==> src/rtl/sync_irq_pkg.sv <==
package sync_irq_pkg;

  // Strobes handed from the control half to the datapath half.
  typedef struct packed {
    logic lineEnd;   // horizontal pulse has just ended
    logic chrTick;   // character-clock enable this cycle
    logic hsHigh;    // horizontal sync currently high
    logic intClr;    // clear the interrupt counter
    logic ackClr;    // drop the pending interrupt
  } strobeT;

endpackage

==> src/rtl/sync_irq_ctrl.sv <==
module sync_irq_ctrl
  import sync_irq_pkg::*;
#(
  parameter int LINE_STOP   = 28,
  parameter int EARLY_LINES = 4
) (
  input  logic   clk,
  input  logic   rst_n,
  input  logic   hSyncIn,
  input  logic   vSyncIn,
  input  logic   chrEn,
  input  logic   irqAck,
  output strobeT strb,
  output logic   lineEarly
);

  localparam int LINE_W = $clog2(LINE_STOP + 1);

  logic              hsD;
  logic              vsD;
  logic [LINE_W-1:0] lineCnt;
  logic              earlyQ;
  logic              hsFall;
  logic              vsRise;
  logic              earlyNow;
  logic              realign;

  assign hsFall   = hsD & ~hSyncIn;
  assign vsRise   = vSyncIn & ~vsD;
  assign earlyNow = lineCnt < LINE_W'(EARLY_LINES);
  assign realign  = earlyNow & ~earlyQ;

  always_ff @(posedge clk or negedge rst_n) begin
    if (!rst_n) begin
      hsD <= 1'b0;
      vsD <= 1'b0;
    end else begin
      hsD <= hSyncIn;
      vsD <= vSyncIn;
    end
  end

  // Lines since the last frame start, saturating at the stop value.
  always_ff @(posedge clk or negedge rst_n) begin
    if (!rst_n) begin
      lineCnt <= LINE_W'(LINE_STOP);
    end else if (vsRise) begin
      lineCnt <= '0;
    end else if (hsFall && lineCnt != LINE_W'(LINE_STOP)) begin
      lineCnt <= lineCnt + LINE_W'(1);
    end
  end

  // Previous early-line state, used to find the drop back below the limit.
  always_ff @(posedge clk or negedge rst_n) begin
    if (!rst_n) earlyQ <= 1'b0;
    else        earlyQ <= earlyNow;
  end

  always_comb begin
    strb.lineEnd = hsFall;
    strb.chrTick = chrEn;
    strb.hsHigh  = hSyncIn;
    strb.intClr  = realign | irqAck;
    strb.ackClr  = irqAck;
  end

  assign lineEarly = earlyNow;

endmodule

==> src/rtl/sync_irq_dp.sv <==
module sync_irq_dp
  import sync_irq_pkg::*;
#(
  parameter int WIN_DELAY  = 4,
  parameter int WIN_LEN    = 4,
  parameter int IRQ_PERIOD = 52
) (
  input  logic   clk,
  input  logic   rst_n,
  input  strobeT strb,
  input  logic   lineEarly,
  output logic   monSync,
  output logic   irqN
);

  localparam int SH_MAX = WIN_DELAY + WIN_LEN;
  localparam int SH_W   = $clog2(SH_MAX + 1);
  localparam int INT_W  = $clog2(IRQ_PERIOD);

  logic [SH_W-1:0]  phase;
  logic             shLock;
  logic [INT_W-1:0] intCnt;
  logic             irqFlag;
  logic             wrap;

  // Pulse shaper: held clear while horizontal sync is low, locks when done.
  always_ff @(posedge clk or negedge rst_n) begin
    if (!rst_n) begin
      phase  <= '0;
      shLock <= 1'b0;
    end else if (!strb.hsHigh) begin
      phase  <= '0;
      shLock <= 1'b0;
    end else if (strb.chrTick && !shLock) begin
      if (phase == SH_W'(SH_MAX - 1)) begin
        phase  <= '0;
        shLock <= 1'b1;
      end else begin
        phase <= phase + SH_W'(1);
      end
    end
  end

  assign monSync = (phase >= SH_W'(WIN_DELAY)) ^ lineEarly;

  // Interrupt line counter and pending flag.
  assign wrap = strb.lineEnd && (intCnt == INT_W'(IRQ_PERIOD - 1));

  always_ff @(posedge clk or negedge rst_n) begin
    if (!rst_n) begin
      intCnt <= '0;
    end else if (strb.intClr) begin
      intCnt <= '0;
    end else if (strb.lineEnd) begin
      intCnt <= wrap ? '0 : intCnt + INT_W'(1);
    end
  end

  always_ff @(posedge clk or negedge rst_n) begin
    if (!rst_n)           irqFlag <= 1'b0;
    else if (strb.ackClr) irqFlag <= 1'b0;
    else if (wrap)        irqFlag <= 1'b1;
  end

  assign irqN = ~irqFlag;

endmodule

==> src/rtl/sync_irq_gen.sv <==
module sync_irq_gen
  import sync_irq_pkg::*;
#(
  parameter int LINE_STOP   = 28,
  parameter int EARLY_LINES = 4,
  parameter int WIN_DELAY   = 4,
  parameter int WIN_LEN     = 4,
  parameter int IRQ_PERIOD  = 52
) (
  input  logic clk,
  input  logic rst_n,
  input  logic hSyncIn,
  input  logic vSyncIn,
  input  logic chrEn,
  input  logic irqAck,
  output logic monSync,
  output logic irqN
);

  strobeT strb;
  logic   lineEarly;

  sync_irq_ctrl #(
    .LINE_STOP  (LINE_STOP),
    .EARLY_LINES(EARLY_LINES)
  ) u_ctrl (
    .clk      (clk),
    .rst_n    (rst_n),
    .hSyncIn  (hSyncIn),
    .vSyncIn  (vSyncIn),
    .chrEn    (chrEn),
    .irqAck   (irqAck),
    .strb     (strb),
    .lineEarly(lineEarly)
  );

  sync_irq_dp #(
    .WIN_DELAY (WIN_DELAY),
    .WIN_LEN   (WIN_LEN),
    .IRQ_PERIOD(IRQ_PERIOD)
  ) u_dp (
    .clk      (clk),
    .rst_n    (rst_n),
    .strb     (strb),
    .lineEarly(lineEarly),
    .monSync  (monSync),
    .irqN     (irqN)
  );

endmodule

==> config.mk <==
export PLATFORM = sky130hd
export DESIGN_NAME = sync_irq_gen
export DESIGN_NICKNAME = d
export VERILOG_FILES = /design/src/rtl/sync_irq_pkg.sv /design/src/rtl/sync_irq_ctrl.sv /design/src/rtl/sync_irq_dp.sv /design/src/rtl/sync_irq_gen.sv
export SDC_FILE = /design/constraint.sdc
export NUM_CORES = 1
export LEC_CHECK = 0
export BUFFER_PORTS_ARGS = -buffer_cell sky130_fd_sc_hd__buf_4
export CAP_MARGIN = 25
export CORE_ASPECT_RATIO = 0.75
export CORE_MARGIN = 1.5
export CORE_UTILIZATION = 52
export DETAILED_ROUTE_END_ITERATION = 6
export HOLD_SLACK_MARGIN = 0.1
export PLACE_DENSITY = 0.77
export SLEW_MARGIN = 5
export SYNTH_ARGS = -nofsm -noshare
export SYNTH_HDL_FRONTEND = slang
export SYNTH_HIERARCHICAL = 1
export SYNTH_SLANG_ARGS = --single-unit
==> constraint.sdc <==
create_clock -name clk -period 1.3 [get_ports clk]
set_input_delay 0.13 -clock clk [delete_from_list [all_inputs] [get_ports clk]]
set_output_delay 0.13 -clock clk [all_outputs]
set_load 0.01 [all_outputs]
# Word level (Yosys, flattened, before mapping)
# Cells that the tools add are included.
# op_classes
add_sub_neg	3
n_mul	0
div_mod_pow	0
n_lt_le_gt_ge	2
eq_ne	5
n_shift	0
muxes	13
bitwise	9
n_reduce_logical	8
# ops
operator	n
two-way mux 6 bit	3
two-way mux 4 bit	3
two-way mux 5 bit	2
adder 6 x 1 -> 6 bit, second input constant	1
== test 6 bit, second input constant	1
nonzero test 2 bit	3
adder 5 x 1 -> 5 bit, second input constant	1
< comparator 5 x 3 -> 1 bit, second input constant	1
two-way mux 1 bit	5
!= test 5 bit, second input constant	1
adder 4 x 1 -> 4 bit, second input constant	1
== test 4 x 3 -> 1 bit, second input constant	1
greater-or-equal comparator 4 x 3 -> 1 bit, second input constant	1
!= test 2 x 1 -> 1 bit, second input constant	2
inverter 1 bit	4
AND 1 bit	3
logical AND 1 bit	3
AND reduction 2 bit	1
zero test 1 bit	1
OR 1 bit	1
XOR 1 bit	1
# word_totals
register_bits	20
latchBits	0
ramBits	0
rom_bits	0
inputBits	6
out_inout_bits	2
word_cells	48
n_memories	0

# Depth between registers and ports, before layout
# logic_depth
ltp_word	6
mapped_depth	7
ltp_nobuf	5

# By module
# The synthesis kept the hierarchy.
# by_module_without_submodules
mod	instances	cells_each	area_each_um2	seq_area_each_um2
sync_irq_dp	1	57	634.4	300.3
sync_irq_ctrl	1	40	425.4	203.9

# Least setup slack after synthesis
# Ideal clock, no wire load.
# synth_timing
path_type	register -> register
startpoint	register u_ctrl.hsD
endpoint	register u_dp.intCnt[5]
setup_time_ps	87
arrival_ps	1349
required_ps	1213
slack_ps	-136
stages_incl_launch_ff	8
path_buffers	2
period_less_slack_ps	1436
path_cell_list	dfrtp_1 -> nand2b_4 -> inv_2 -> buf_4 -> buf_6 -> nand4_2 -> or3_1 -> a211oi_2
# synth_via
elab_chain_len	5
word_cells_on_any_way	6
cone_classes	3 x mux; 1 x bitwise; 2 x reduce/logical
# synth_rtl
item	line_no	rtl
start: declaration	sync_irq_ctrl.sv:19	logic hsD;
start signal: assignment	sync_irq_ctrl.sv:38	hsD <= hSyncIn;
AND 1 bit *	sync_irq_ctrl.sv:28	assign hsFall = hsD & ~hSyncIn;
via u_ctrl.hsFall	sync_irq_ctrl.sv:23	logic hsFall;
logical AND 1 bit	sync_irq_dp.sv:47	assign wrap = strb.lineEnd && (intCnt == INT_W'(IRQ_PERIOD - 1));
two-way mux 6 bit	sync_irq_dp.sv:55	intCnt <= wrap ? '0 : intCnt + INT_W'(1);
two-way mux 6 bit	sync_irq_dp.sv:54	end else if (strb.lineEnd) begin
two-way mux 6 bit	sync_irq_dp.sv:52	end else if (strb.intClr) begin
end signal: assignment	sync_irq_dp.sv:55	
end: declaration	sync_irq_dp.sv:22	logic [INT_W-1:0] intCnt;
# Mark *: on every way through the listed nets, which the timed path passes. The rest lies on a longest branch. The select of a mux whose other input is x is not followed.
# A chain may end at the register's enable or synchronous reset.

# Worst setup path after layout
# layout_timing
startpoint	register u_ctrl.lineCnt[2]
endpoint	output monSync
# layout_via
elab_chain_len	2
# layout_rtl
item	line_no	rtl
start: declaration	sync_irq_ctrl.sv:21	logic [LINE_W-1:0] lineCnt;
start signal: assignment	sync_irq_ctrl.sv:46	lineCnt <= LINE_W'(LINE_STOP);
start signal: assignment	sync_irq_ctrl.sv:50	lineCnt <= lineCnt + LINE_W'(1);
< comparator 5 x 3 -> 1 bit	sync_irq_ctrl.sv:30	assign earlyNow = lineCnt < LINE_W'(EARLY_LINES);
via lineEarly	sync_irq_gen.sv:21	logic lineEarly;
XOR 1 bit	sync_irq_dp.sv:44	assign monSync = (phase >= SH_W'(WIN_DELAY)) ^ lineEarly;
end: declaration	sync_irq_gen.sv:16	output logic monSync,
# The timed path passes the listed nets, and every way through them passes these cells.

==> impl_metrics.tcl <==
set metrics [dict create \
    clkPwrFrac 0.257 \
    core-area_um2 1822 \
    synth-adder-area-share 0.04723 \
    synth_common_cells "dfrtp_1 (17), a21oi_1 (6), nor2_1 (5)" \
    yosysSeqAreaShare 0.4758 \
    yosysUniqueCellTypes 40 \
    die_width_um 55.13 \
    skew_ps 7.638 \
    seqPwrFrac 0.565 \
    synthesis.area_um2 1060 \
    firstDrtPassIters 4 \
    status "finished, violations left" \
    synth_xor_area_frac 0.03306 \
    grt_max_degree 21 \
    async_flop_share 1.000 \
    synthCells 97 \
    powerDensity_nw_per_um2 840.2 \
    final_nets 137 \
    combPwrFrac 0.178 \
    failed_checks "negative setup slack" \
    switching_share 0.2560 \
    slew_violations 0 \
    critPathMaxFanout 2 \
    yosys.area.top_type "dfrtp_1" \
    ir_worst_vdd_mv 0.7742 \
    place_inst 133 \
    fin_crit_ps 1440 \
    avgSynthCellArea_um2 10.93 \
    overflow 0 \
    ios 8 \
    dr.first_iter.drc_count 18 \
    synthMuxAreaShare 0.01889 \
    rows 13 \
    tightest_slew_ps 465.8 \
    vias 831 \
    synthSimpleGateAreaFrac 0.2267 \
    period_share 1.108 \
    synth.most_common_cell "dfrtp_1" \
    post_drt_wl_per_cell_um 14.57 \
    yosys_most_used_dff "dfrtp_1" \
    yosysTopAreaCellShare 0.4014 \
    synth_compound_area_frac 0.1417 \
    grt_pass1_wl_um 3477 \
    cts.root.buffer_cell "clkbuf_4" \
    dp_slack_ps -15.91 \
    synth_nets 107 \
    portBuffers 7 \
    drc_errors 0 \
    syn2layout_area_growth_pct 32.23 \
    postRouteAntennaNets 0 \
    ys_seq_elements 20 \
    synth_area_leaders "dfrtp_1 (40%), dfstp_2 (7.4%), ha_1 (4.7%)" \
    criticalPathCategory "flip-flop to primary output" \
    htreeDepth 1 \
    worstPathRequired_ps 1170 \
    layout.cells.non_filler 148 \
    cts_tree "yes" \
    viasPerCell 5.615 \
    cts_buffer_depth 2 \
    clkTransAtPathRegs_ps 100 \
    critPathLaunchType "flip-flop" \
    relSlewSlack 0.6888 \
    gp_congestion 0.7414 \
    setup-violations-final 5 \
    yosysWarnings 6 \
    cap_violations 0 \
    grt_use_total 0.2103 \
    worstPathArrival_ps 1310 \
    setup_tns_ps -276.0 \
    die_h_um 42.10 \
    power.net_switching_w 0.0003014 \
    synth_top_family_by_area "simple AND/OR/NAND/NOR gates" \
    die_area_um2 2321 \
    antenna_found_initial 0 \
    leakage_nw 0.6418 \
    rsz0062_at_grt "true" \
    antenna_cells 0 \
    cts_made_buffers 3 \
    dp.final_hpwl_um 1491 \
    min_path_type "input pin to flip-flop" \
    cts_num_sinks 20 \
    worst_setup_path_end_kind "primary output" \
    clk_latency_ps 300 \
    synth_edf_count 0 \
    first_global_vias 793 \
    layout-drive-gt1-share 0.4127 \
    internal_power_w 0.0008759 \
    start_util 0.5817 \
    fin_ws_ps -140.4 \
    final_hold_viol_count 0 \
    timing.fmax_mhz 694.3 \
    drt-total-wl_um 2156 \
]
flip-flops by register name, summed over array words and instances (netlist names):
| name | cells |
|---|---|
| u_ctrl/hsD | 1 |
| u_dp/irqFlag | 1 |
| u_ctrl/earlyQ | 1 |
| u_dp/intCnt | 6 |
| u_dp/phase | 4 |
| u_ctrl/vsD | 1 |
| u_dp/shLock | 1 |
| u_ctrl/lineCnt | 5 |
worst paths after layout:
path | start | end | slack, ps | depth (start not counted)
worst max-delay path | u_ctrl/lineCnt[2] | monSync | -140 | 4
worst min-delay path | hSyncIn | u_dp/phase[1] | 100 | 2
worst max register to register | u_ctrl/lineCnt[2] | u_ctrl/lineCnt[3] | -60 | 5
worst min register to register | u_dp/irqFlag | u_dp/irqFlag | 540 | 2
max in group asynchronous | rst_n | u_ctrl/lineCnt[2] | 790 | 2
min in group asynchronous | rst_n | u_dp/phase[0] | 230 | 2
cell type report:
cell class                      count  area (µm²)
Tap cell                           22       27.53
Clock buffer                        4       26.28
Sequential cell                    20       504.2
Timing Repair Buffer               30       247.7
Fill cell                         130       420.4
Inverter                            5       21.27
Multi-Input combinational cell     67       574.3
power groups by stage:
stage	sequential (W)	clock, W	combinational, W
detailed placement	0.000675	0	0.000162
global placement	0.000673	0	0.000154
global route	0.000667	0.000344	0.000231
CTS	0.000663	0.000318	0.000189
floorplan	0.000676	0	0.0000909
finish	0.000665	0.000303	0.000210
per-layer routing:
metal | vias up | GRT usage | wire, µm
met2 | 13 | 0.3167 | 995
met3 | 4 | 0.08214 | 71
li1 | 410 | - | -
met4 | 0 | 0.04878 | 19
met1 | 404 | 0.2831 | 1069
met5 | - | 0 | 0
cell families after synthesis:
kind of cell / Yosys count
buffers and inverters: 10
DFF: 20
AOI/OAI and AO/OA: 22
muxes: 2
xor gates and xnor gates: 4
and+or+nand+nor: 35
adders and majority gates: 4
placed cells by master (no fill, tap or decap), types with 2 or more instances in the layout:
cell type	netlist	routed
dfrtp_1	17	17
nand4_1	2	2
xor2_1	2	2
a21oi_1	6	4
nand2_1	2	2
buf_6	1	2
clkbuf_4	0	3
o21ai_0	4	3
a21oi_2	0	2
ha_1	4	2
or3_1	3	2
buf_4	4	22
nor3b_2	0	2
nor2b_1	3	3
dlygate4sd3_1	0	6
a21boi_1	2	2
mux2i_1	2	2
a41oi_1	2	2
nand2b_4	2	2
dfstp_2	3	3
nand3_1	4	3
inv_1	4	4
nor2_1	5	5
what timing repair did:
action                                  CTS  global route
buffers inserted                          4             1
resized for setup                         7             9
endpoints found under the hold margin    24             1
endpoints found under the setup margin    6            11
hold buffers                              5             1
pin swaps                                 6             5
worst max-delay path, stage by stage (launching register included):
cell     delay [ps]
dfstp_2         560
nor3_2           50
buf_4           140
xnor2_2         120
buf_4           140
through the flow:
stage,power (W),cell area [µm²],hold WS [ps],util
2_1_floorplan,0.0007671,1080,-165.6,-
3_3_place_gp,0.0008276,1205,22.90,0.6614
3_5_place_dp,0.0008369,1205,23.77,0.6614
4_1_cts,0.001170,1341,100.6,0.7363
5_1_grt,0.001243,1401,101.0,0.7692
6_report,0.001177,1401,100.9,0.7692
Note: power is estimated with default switching activity, not from simulation.
